### config.mk
export PLATFORM = sky130hd
export DESIGN_NAME = int_addcmp_unit
export DESIGN_NICKNAME = d
export VERILOG_FILES = /design/src/rtl/int_addcmp_pkg.sv /design/src/rtl/int_fn_decode.sv /design/src/rtl/int_addsub.sv /design/src/rtl/int_cmp.sv /design/src/rtl/int_bytecmp.sv /design/src/rtl/int_addcmp_unit.sv
export SDC_FILE = /design/constraint.sdc
export NUM_CORES = 1
export LEC_CHECK = 0
export BUFFER_PORTS_ARGS = -buffer_cell sky130_fd_sc_hd__buf_2
export CORE_AREA = 2 2 103 155
export DETAILED_ROUTE_END_ITERATION = 10
export DIE_AREA = 0 0 105 157
export PLACE_DENSITY = 0.92
export SETUP_SLACK_MARGIN = 0.15
export SLEW_MARGIN = 20
export SYNTH_ARGS = -nofsm -noshare
export SYNTH_HDL_FRONTEND = slang
export SYNTH_SLANG_ARGS = --single-unit
### constraint.sdc
create_clock -name vclk -period 9
set_input_delay 1.8 -clock vclk [all_inputs]
set_output_delay 1.8 -clock vclk [all_outputs]
set_load 0.01 [all_outputs]
### src/rtl/int_addcmp_pkg.sv
package int_addcmp_pkg;
  localparam int XLEN = 64;
  localparam int HALF = 32;
  localparam int FN_W = 7;

  typedef enum logic [1:0] {SC_1, SC_4, SC_8} scale_e;
  typedef enum logic [1:0] {SEL_SUM, SEL_CMP, SEL_BYTE} sel_e;
  typedef enum logic [2:0] {CMP_EQ, CMP_SLT, CMP_SLE, CMP_ULT, CMP_ULE} cmp_e;

  typedef struct packed {
    logic   legal;
    logic   sub;
    logic   word;
    logic   trap;
    scale_e scale;
    sel_e   sel;
    cmp_e   cmp;
  } op_ctl_t;
endpackage

### src/rtl/int_fn_decode.sv
module int_fn_decode
  import int_addcmp_pkg::*;
#(
  parameter int FW = FN_W
) (
  input  logic [FW-1:0] fn,
  output op_ctl_t       ctl
);
  always_comb begin
    ctl       = '0;
    ctl.legal = 1'b1;
    ctl.scale = SC_1;
    ctl.sel   = SEL_SUM;
    ctl.cmp   = CMP_EQ;
    unique case (fn)
      7'h00: ctl.word = 1'b1;
      7'h20: ;
      7'h02: begin ctl.word = 1'b1; ctl.scale = SC_4; end
      7'h12: begin ctl.word = 1'b1; ctl.scale = SC_8; end
      7'h22: ctl.scale = SC_4;
      7'h32: ctl.scale = SC_8;
      7'h09: begin ctl.word = 1'b1; ctl.sub = 1'b1; end
      7'h29: ctl.sub = 1'b1;
      7'h0b: begin ctl.word = 1'b1; ctl.sub = 1'b1; ctl.scale = SC_4; end
      7'h1b: begin ctl.word = 1'b1; ctl.sub = 1'b1; ctl.scale = SC_8; end
      7'h2b: begin ctl.sub = 1'b1; ctl.scale = SC_4; end
      7'h3b: begin ctl.sub = 1'b1; ctl.scale = SC_8; end
      7'h40: begin ctl.word = 1'b1; ctl.trap = 1'b1; end
      7'h60: ctl.trap = 1'b1;
      7'h49: begin ctl.word = 1'b1; ctl.trap = 1'b1; ctl.sub = 1'b1; end
      7'h69: begin ctl.trap = 1'b1; ctl.sub = 1'b1; end
      7'h2d: begin ctl.sel = SEL_CMP; ctl.cmp = CMP_EQ;  end
      7'h4d: begin ctl.sel = SEL_CMP; ctl.cmp = CMP_SLT; end
      7'h6d: begin ctl.sel = SEL_CMP; ctl.cmp = CMP_SLE; end
      7'h1d: begin ctl.sel = SEL_CMP; ctl.cmp = CMP_ULT; end
      7'h3d: begin ctl.sel = SEL_CMP; ctl.cmp = CMP_ULE; end
      7'h0f: ctl.sel = SEL_BYTE;
      default: ctl.legal = 1'b0;
    endcase
  end
endmodule

### src/rtl/int_addsub.sv
module int_addsub
  import int_addcmp_pkg::*;
#(
  parameter int W  = XLEN,
  parameter int HW = HALF
) (
  input  logic [W-1:0] a,
  input  logic [W-1:0] b,
  input  op_ctl_t      ctl,
  output logic [W-1:0] res,
  output logic         ovf
);
  localparam int EXT = W - HW;

  logic [W-1:0] a_sc;
  logic [W-1:0] sum;
  logic         sa, sb, sr;

  always_comb begin
    unique case (ctl.scale)
      SC_4:    a_sc = a << 2;
      SC_8:    a_sc = a << 3;
      default: a_sc = a;
    endcase
    sum = ctl.sub ? (a_sc - b) : (a_sc + b);
    res = ctl.word ? {{EXT{sum[HW-1]}}, sum[HW-1:0]} : sum;
    sa  = ctl.word ? a[HW-1]   : a[W-1];
    sb  = ctl.word ? b[HW-1]   : b[W-1];
    sr  = ctl.word ? sum[HW-1] : sum[W-1];
    ovf = ctl.trap && ((ctl.sub ? (sa != sb) : (sa == sb)) && (sr != sa));
  end
endmodule

### src/rtl/int_cmp.sv
module int_cmp
  import int_addcmp_pkg::*;
#(
  parameter int W = XLEN
) (
  input  logic [W-1:0] a,
  input  logic [W-1:0] b,
  input  cmp_e         op,
  output logic         hit
);
  logic eq, slt, ult;

  always_comb begin
    eq  = (a == b);
    slt = ($signed(a) < $signed(b));
    ult = (a < b);
    unique case (op)
      CMP_SLT: hit = slt;
      CMP_SLE: hit = slt | eq;
      CMP_ULT: hit = ult;
      CMP_ULE: hit = ult | eq;
      default: hit = eq;
    endcase
  end
endmodule

### src/rtl/int_bytecmp.sv
module int_bytecmp #(
  parameter int W     = 64,
  parameter int LANE  = 8,
  localparam int NL   = W / LANE
) (
  input  logic [W-1:0]  a,
  input  logic [W-1:0]  b,
  output logic [NL-1:0] mask
);
  for (genvar i = 0; i < NL; i++) begin : g_lane
    assign mask[i] = (a[i*LANE +: LANE] >= b[i*LANE +: LANE]);
  end
endmodule

### src/rtl/int_addcmp_unit.sv
module int_addcmp_unit
  import int_addcmp_pkg::*;
#(
  parameter int W  = XLEN,
  parameter int HW = HALF,
  parameter int FW = FN_W,
  localparam int NL = W / 8
) (
  input  logic [W-1:0]  op_a,
  input  logic [W-1:0]  op_b,
  input  logic [FW-1:0] fn_code,
  output logic [W-1:0]  result,
  output logic          ovf_trap,
  output logic          illegal_fn
);
  op_ctl_t       ctl;
  logic [W-1:0]  sum_res;
  logic          sum_ovf;
  logic          cmp_hit;
  logic [NL-1:0] lane_mask;

  int_fn_decode #(.FW(FW)) u_dec (.fn(fn_code), .ctl(ctl));

  int_addsub #(.W(W), .HW(HW)) u_as (
    .a(op_a), .b(op_b), .ctl(ctl), .res(sum_res), .ovf(sum_ovf)
  );

  int_cmp #(.W(W)) u_cmp (.a(op_a), .b(op_b), .op(ctl.cmp), .hit(cmp_hit));

  int_bytecmp #(.W(W), .LANE(8)) u_bc (.a(op_a), .b(op_b), .mask(lane_mask));

  always_comb begin
    illegal_fn = ~ctl.legal;
    ovf_trap   = ctl.legal & sum_ovf;
    result     = '0;
    if (ctl.legal) begin
      unique case (ctl.sel)
        SEL_CMP:  result = {{(W-1){1'b0}}, cmp_hit};
        SEL_BYTE: result = {{(W-NL){1'b0}}, lane_mask};
        default:  result = sum_res;
      endcase
    end
  end

  always_comb begin

    word_sext_chk: assert (!(ctl.legal && ctl.sel == SEL_SUM && ctl.word)
                           || result[W-1:HW] == {(W-HW){result[HW-1]}});

    no_overflow_chk: assert (!ovf_trap || ctl.trap);

    cmp_bool_chk: assert (!(ctl.legal && ctl.sel == SEL_CMP) || result[W-1:1] == '0);

    lane_upper_chk: assert (!(ctl.legal && ctl.sel == SEL_BYTE) || result[W-1:NL] == '0);

    illegal_quiet_chk: assert (!illegal_fn || (result == '0 && !ovf_trap));
  end
endmodule

Word level (Yosys, flattened, before mapping)
Index checks and enable logic that the tools add are counted.
{ "totals": {"reg_bits": 0, "in_bits": 135, "out_inout_bits": 66, "wordCells": 76} }
{ "op_classes": {"addsub": 2, "magnitude_cmp": 10, "eq_ne": 33, "muxes": 17, "bitwise": 4, "n_reduce_logical": 10} }
{ "ops": {"columns": ["op", "n"], "rows": [
  ["case mux 64 bit (2 select lines)", 2],
  ["2-to-1 mux 64 bit", 3],
  ["less-than comparator 64 bit", 2],
  ["adder 64 bit", 1],
  ["== test 64 bit", 1],
  [">= comparator 8 bit", 8],
  ["subtractor 64 bit", 1],
  ["== test 7 x 6 -> 1 bit (second input constant)", 8],
  ["== test 7 bit (second input constant)", 6],
  ["OR reduction 22 bit", 1],
  ["== test 7 x 4 -> 1 bit (second input constant)", 3],
  ["== test 7 x 5 -> 1 bit (second input constant)", 3],
  ["OR reduction 8 bit", 2],
  ["case mux 3 bit (4 select lines)", 1],
  ["OR reduction 4 bit", 3],
  ["2-to-1 mux 1 bit", 8],
  ["case mux 2 bit (2 select lines)", 2],
  ["== test 7 x 2 -> 1 bit (second input constant)", 1],
  ["zero test 7 bit", 1],
  ["== test 3 x 2 -> 1 bit (second input constant)", 2],
  ["OR reduction 5 bit", 1],
  ["== test 2 x 1 -> 1 bit (second input constant)", 2],
  ["== test 2 bit (second input constant)", 2],
  ["case mux 1 bit (4 select lines)", 1],
  ["8 further kinds", 11]
]} }

Logic depth before layout (Yosys ltp)
Gate-level depths: netlist of run 1.
{ "logic_depth": {"depth_word": 12, "mapped_depth": 24, "mapped_depth_nobuf": 24} }

Modules after synthesis
From an unflattened synthesis of run 1, not the netlist that was laid out.
{ "unflattened": {"cells_unflattened": 1625, "area_unflattened_um2": 10759.1} }
{ "by_module_without_submodules": {"columns": ["mod", "n_inst", "cells_per_inst", "area_each_um2", "seq_area_each_um2"], "rows": [
  ["int_addsub", 1, 1051, 6611.3, 0.0],
  ["int_cmp", 1, 238, 1712.9, 0.0],
  ["int_bytecmp", 1, 200, 1581.5, 0.0],
  ["int_addcmp_unit", 1, 101, 606.8, 0.0],
  ["int_fn_decode", 1, 35, 246.5, 0.0]
]} }

Least setup slack after synthesis of run 1
OpenSTA, ideal clock, no wires.
{ "synth_timing": {"path_type": "input to output", "start": "input port op_b[12]", "end": "output port ovf_trap", "arrival_time_ns": 6.641, "t_required_ns": 7.200, "setup_slack_ns": 0.559, "path_stages": 23, "path_buffers": 0, "cell_sequence": "or4_4 or3_4 nor3_1 nand2_1 or4_1 or3_1 inv_1 nand2_1 nor3_1 a21oi_1 xnor2_1 ha_1 a21o_1 a21o_1 a21o_1 a21o_1 a21oi_1 nand2_1 a21oi_1 o21ai_1 xnor2_2 mux2i_1 a211oi_2"} }
{ "synth_via": {"elab_chain_cells": 7, "word_cells_on_any_way": 8, "cone_classes": "2 x add/sub; 1 x eq/ne; 2 x mux; 1 x bitwise; 2 x reduce/logical"} }
{ "synth_lines": {"columns": ["element", "line", "source"], "rows": [
  ["start, declared", "int_addcmp_unit.sv:10", "input logic [W-1:0] op_b,"],
  ["adder 64 bit / subtractor 64 bit (equally long branches)", "int_addsub.sv:25", "sum = ctl.sub ? (a_sc - b) : (a_sc + b);"],
  ["2-to-1 mux 64 bit *", "int_addsub.sv:25", null],
  ["2-to-1 mux 1 bit *", "int_addsub.sv:29", "sr = ctl.word ? sum[HW-1] : sum[W-1];"],
  ["!= test 1 bit *", "int_addsub.sv:30", "ovf = ctl.trap && ((ctl.sub ? (sa != sb) : (sa == sb)) && (sr != sa));"],
  ["logical AND 1 bit * (2 in series)", "int_addsub.sv:30", null],
  ["bitwise AND 1 bit *", "int_addcmp_unit.sv:34", "ovf_trap = ctl.legal & sum_ovf;"],
  ["end, declared", "int_addcmp_unit.sv:13", "output logic ovf_trap,"]
]} }
Every way passes the cells marked *; elsewhere a longest branch is shown, timed or not.

Final worst setup path of run 1
{ "layout_timing": {"start": "input port op_b[12]", "end": "output port result[62]"} }
{ "layout_via": {"elab_chain_cells": 5, "word_cells_on_any_way": 6, "cone_classes": "2 x add/sub; 4 x mux"} }
{ "layout_lines": {"columns": ["element", "line", "source"], "rows": [
  ["adder 64 bit / subtractor 64 bit (equally long branches)", "int_addsub.sv:25", null],
  ["2-to-1 mux 64 bit *", "int_addsub.sv:25", null],
  ["2-to-1 mux 64 bit *", "int_addsub.sv:26", "res = ctl.word ? {{EXT{sum[HW-1]}}, sum[HW-1:0]} : sum;"],
  ["case mux 64 bit (2 select lines) *", "int_addcmp_unit.sv:37", "unique case (ctl.sel)"],
  ["2-to-1 mux 64 bit *", "int_addcmp_unit.sv:36", "if (ctl.legal) begin"],
  ["end, declared", "int_addcmp_unit.sv:12", "output logic [W-1:0] result,"]
]} }
Marks and branches as above.

==> results of run 1 <==
kinds of logic (layout without fill, tap and decap cells):
kind of cell / count (synthesis) / after routing / synth area share
buffers and inverters: 170 / 357 / 0.07481
AOI/OAI and AO/OA: 509 / 509 / 0.3714
xor gates and xnor gates: 130 / 130 / 0.1325
and+or+nand+nor: 392 / 392 / 0.2143
adders and majority gates: 140 / 140 / 0.2034
muxes: 3 / 3 / 0.003473
power breakdown:
group,leakage [nW],switching (mW),internal (mW)
logic,5.01,0.467,0.323
registers,0,0,0
clock network,0,0,0
path summary, 6_finish.rpt:
path,end,from,slack (ns),cells after the start
worst max-delay path,result[62],op_b[12],0.29,20
worst min-delay path,ovf_trap,fn_code[6],4.08,4
cells in the mapped netlist, types with 4 or more instances:
master | n | area (sq um)
o21ai_1 | 9 | 45.04
nor3_1 | 24 | 120.1
a31oi_1 | 20 | 125.1
buf_1 | 7 | 26.28
inv_1 | 103 | 386.6
ha_1 | 139 | 1739
nor4_1 | 9 | 56.30
nand2b_1 | 17 | 106.4
a21oi_1 | 152 | 760.7
xnor2_1 | 106 | 928.4
xor2_1 | 23 | 201.4
nand3_1 | 26 | 130.1
a21o_1 | 54 | 405.4
a211oi_1 | 8 | 60.06
and4_1 | 4 | 35.03
a221oi_1 | 19 | 166.4
or2_2 | 5 | 31.28
o21bai_1 | 12 | 90.09
or3_1 | 10 | 62.56
o211ai_1 | 11 | 82.58
o41ai_1 | 9 | 78.83
o31ai_1 | 15 | 112.6
a22oi_1 | 57 | 427.9
nor2b_1 | 10 | 62.56
nor2_1 | 87 | 326.6
nand2_1 | 147 | 551.8
and3_1 | 12 | 75.07
and2_1 | 6 | 37.54
o21a_1 | 7 | 52.55
a41oi_1 | 5 | 43.79
clkbuf_1 | 55 | 206.5
nand4_1 | 24 | 150.1
o21ai_0 | 108 | 540.5
o221ai_1 | 4 | 35.03
layout make-up:
class	instances	area, sq um	share of cell area
inverters	106	397.9	0.03902
repair buffers	251	1398	0.1371
well taps	199	249.0	0.02442
multi-input cells	1174	8152	0.7995
timing repair:
item / in CTS / in global routing
setup endpoints to repair: 0 / 33
buffers inserted: 0 / 3
resized for setup: 0 / 26
hold endpoints to repair: 0 / 0
per-stage QoR:
step,setup slack [ns],utilization,power [mW],hold slack (ns),instances
finish,0.2882,0.6797,0.7901,4.084,1730
global route,0.1039,0.6797,0.8643,4.092,1730
CTS,0.1814,0.6684,0.7569,4.078,1727
detailed placement,0.1919,0.6684,0.7518,4.078,1727
global placement,0.2669,0.6683,0.7435,4.074,1727
floorplan,0.5588,-,0.5074,3.814,1344
routing by layer:
layer / vias to the layer above / GRT usage / wire (microns)
met5: - / 0 / 14
met4: 2 / 0.2540 / 2621
met3: 191 / 0.05300 / 2246
met2: 569 / 0.7251 / 16750
met1: 5221 / 0.3860 / 11820
li1: 5306 / - / -
==> impl_results.md, run 1 <==
* Commonest non-fill, non-tap cell in the layout: buf_2
* Synth Warn # at 0
* DR WL/cell at 19.34 microns
* Area after DPL at 10030 sq um
* Status: completed
* Share of post-route cells with drive strength above 1 at 0.1927
* Max-slew violation count at 0
* FFs & Latches at 0
* Nets at approximately 1.8k
* RSZ-0062 raised after global routing: yes
* Setup CP Type: primary input to output port
* Die Height at between 150 and 200 microns
* FP Rows at between 50 and 60
* Starting DRT DRC Count at 952
* Power Density at 77.49 nW/um^2
* Antenna violations before repair at 2
* Die span in x at 105 microns
* Hold_buf cts at 0
* Post-route cell area at 10200 sq um
* GRT Total Usage at 0.3825
* Fill count at roughly 1.4k
* DRT antenna net count at 0
* Dpl hpwl at 27490 microns
* I/O Buffers at 201
* Worst path slowest cell: or4_4
* Mapped cell area at 8647 sq um
* CP endpoint kind: output port
* Setup TNS Final at 0 ns
* Via count at 11.29k
* Final Setup Violations at 0
* Vias/cell at 6.525
* Commonest non-fill, non-tap cells in the layout: buf_2, a21oi_1, nand2_1
* Sequential area share after synthesis at 0
* Vias in the first global route at 10.86k
* Initial Util at 0.5764
* VDD IR max at 0.00005003 V
* GPL Wtd Cong at around 1.1
* Min-delay worst type: primary input to output port
* Hold Vio Cnt, Final at 0
* Pleak at 5.007 nW
* Slew @ Worst Pin at 1.066 ns
* Die area at ~16000 sq um
* DRC Markers at 0
* Mean Syn Cell Area at around 6.4 sq um
* Drt first pass iters at 6
* Peak Freq at between 100 and 150 MHz
* Core ar. at 15000 sq um
* Routed Wire Length at 33450 microns
* Sequential cell area at 0 sq um
* Global route overflow at 0
* Syn Inst Count at 1344
* Worst Path Buf+Inv at 2
* CP arrival at 6.91 ns
* Max-cap violation count at 0
* Min cycle time layout at between 8 and 9 ns
* CP Launch Type: primary input
* Top Ports at 201
* Relative slew slack at 0.2896
* Slowest stage delay, CP at 0.54 ns
* Clock buffer cells at 0
* Netlist cell types at 61
* CP Cell Sequence: buf_2, or4_4, or3_4, nor3_2, nand2_1, or4_4, o21ai_0, xnor2_1, ha_1, nand2_1, or4_1, nor3_1, o211ai_1, a22oi_2, a41o_1, a21o_1, mux2i_1, o211ai_1, a21oi_1, buf_2
* Diode count at 0
* Synthesis-to-layout area growth at 17.91%
* Worst path top cell family by delay: simple AND/OR/NAND/NOR gates
* Largest net degree at the start of global routing at 64
* Worst Path Required at 7.20 ns
* Crit-path max FO at 6
* First-pass GRT wire length at 52230 microns
* Final period utilization at 0.9680
* Post-synth net total at 1619
Note: power is estimated with default switching activity, not from simulation.
==> inputs of run 2 (changes only) <==
--- a/config.mk
+++ b/config.mk
@@ -5,12 +5,13 @@
 export SDC_FILE = /design/constraint.sdc
 export NUM_CORES = 1
 export LEC_CHECK = 0
+export ABC_AREA = 1
 export BUFFER_PORTS_ARGS = -buffer_cell sky130_fd_sc_hd__buf_2
-export CORE_AREA = 2 2 103 155
+export CAP_MARGIN = 20
+export CORE_AREA = 2 2 113 169
 export DETAILED_ROUTE_END_ITERATION = 10
-export DIE_AREA = 0 0 105 157
+export DIE_AREA = 0 0 115 171
 export PLACE_DENSITY = 0.92
-export SETUP_SLACK_MARGIN = 0.15
 export SLEW_MARGIN = 20
 export SYNTH_ARGS = -nofsm -noshare
 export SYNTH_HDL_FRONTEND = slang
==> impl_results.md, run 2 <==
* Via count at 14.78k
* Largest net degree at the start of global routing at 81
* Power Density at 71.75 nW/um^2
* Synth Warn # at 0
* Die Height at 171 microns
* Syn Inst Count at between 2k and 2.5k
* Netlist cell types at 52
* DRT antenna net count at 0
* Synthesis-to-layout area growth at 11.23%
* Most frequent cell after synthesis: nand2_1
* Post-CTS Resized at 0
* Global route overflow at 0
* Final period utilization at 0.9627
* Sequential cell area at 0 sq um
* Commonest non-fill, non-tap cells in the layout: nand2_1, inv_1, nor2_1
* Die area at between 15000 and 20000 sq um
* Hold Vio Cnt, Final at 0
* Setup Fix Bufs, Post-CTS at 0
* Pre-CTS setup slack at 0.8673 ns
* GPL Wtd Cong at 1.145
* CP arrival at 6.86 ns
* Hold_buf cts at 0
* Max-slew violation count at 0
* Commonest non-fill, non-tap cell in the layout: nand2_1
* Largest cells by area after synthesis: ha_1, nand2_1, inv_1
* Hold_ws at 4.121 ns
* Core ar. at 18320 sq um
* Synth area leader: ha_1
* Core Util, Final at 0.6531
* GRT Total Usage at 0.4738
* FFs & Latches at 0
* Synth top cells by count: nand2_1, inv_1, nor2_1
* First-pass GRT wire length at 71950 microns
* Drt first pass iters at 8
* Post-synth net total at approximately 2.3k
* Slew @ Worst Pin at 1.305 ns
* VDD IR max at 0.00004301 V
* Top cell type's share of synthesized area at 0.1617
* DR WL/cell at 20.02 microns
* FP Rows at 61
* DRC Markers at 0
* Worst setup margin at 0.3355 ns
* Nets at ~2.5k
* Finished Layout Cells at between 2k and 2.5k
* Pleak at 6.485 nW
* Mapped cell area at 10760 sq um
* Initial Util at 0.5872
* Setup CP Type: primary input to output port
* Sequential area share after synthesis at 0
* RSZ-0062 raised after global routing: no
* Mean Syn Cell Area at 5.338 sq um
* Routed Wire Length at 48210 microns
* Max-cap violation count at 0
* Crit-path max FO at 26
* Worst Path Required at 7.20 ns
* CP Launch Type: primary input
* Status: completed
* Relative slew slack at 0.1207
* Die span in x at 115 microns
* Starting DRT DRC Count at 1396
* Dpl hpwl at 40080 microns
* Placed cells at 2407
* Vias/cell at 6.138
* Share of post-route cells with drive strength above 1 at 0.1294
* Min-delay worst type: primary input to output port
* Clock buffer cells at 0
* Final Setup Violations at 0
* Min cycle time layout at between 8 and 9 ns
* Setup TNS Final at 0 ns
* CP endpoint kind: output port
* Antenna violations before repair at 0
* Top Ports at roughly 200
* I/O Buffers at 201
* Peak Freq at 115.4 MHz
* Vias in the first global route at 13.79k
## run 2: cell count changes after synthesis, sizes merged, moves of 31 or more
cell and delta:
inv +273, o21ai +70, xnor2 -93, o22ai +53
nand2 +287, a22oi -57, nand3 +57, nor2 +176
a21oi +31, xor2 +47
## run 2: layer usage
| metal | vias to the layer above | track usage | share of wire |
|---|---|---|---|
| met4 | 0 | 0.3567 | 0.097 |
| li1 | 6977 | - | - |
| met2 | 962 | 0.7885 | 0.45 |
| met3 | 278 | 0.1268 | 0.11 |
| met5 | - | 0 | 0 |
| met1 | 6564 | 0.5059 | 0.34 |
## run 2: cell type report
class,count,area (sq um)
inverters,381,1438
repair buffers,211,1119
multi-input cells,1595,9129
well taps,220,275.3
diodes,1,2.502
fillers,1910,6355
## run 2: final timing paths
path,startpoint,end,slack [ns],cells after the start
setup / recovery,fn_code[5],result[54],0.34,22
hold / removal,op_b[0],result[0],4.12,6
## run 2: power breakdown
| group | internal [mW] | switching, mW | leakage [nW] |
|---|---|---|---|
| sequential | 0 | 0 | 0 |
| clock | 0.0000000523 | 0 | 0.00000570 |
| combinational | 0.273 | 0.585 | 6.48 |
## run 2: worst max-delay path, cell delays in order
cell,delay [ns]
buf_2,0.13
inv_1,0.12
nand3_2,0.19
a21oi_1,0.24
inv_1,0.07
ha_1,0.40
inv_2,0.38
buf_4,0.28
o21ai_0,0.18
ha_1,0.40
nand2_1,0.09
inv_1,0.06
a21oi_1,0.11
o21bai_1,0.66
a21oi_1,0.24
o21bai_1,0.64
nand3_1,0.35
nand4_1,0.18
nand3_1,0.09
nand2_1,0.09
inv_1,0.03
buf_2,0.13
## run 2: stage by stage
step	cell area (sq um)	power (mW)
global route	11960	0.9242
detailed placement	11960	0.8037
finish	11960	0.8583
CTS	11960	0.8075
global placement	11960	0.7957
floorplan	10760	0.5339
## run 2: cell families (layout without fill, tap and decap cells)
family,Yosys count,in the layout,synth area share
xor gates and xnor gates,84,84,0.06840
buffers and inverters,420,592,0.1512
AOI/OAI and AO/OA,501,501,0.2609
other,0,1,0
and+or+nand+nor,870,870,0.3559
adders and majority gates,140,140,0.1636
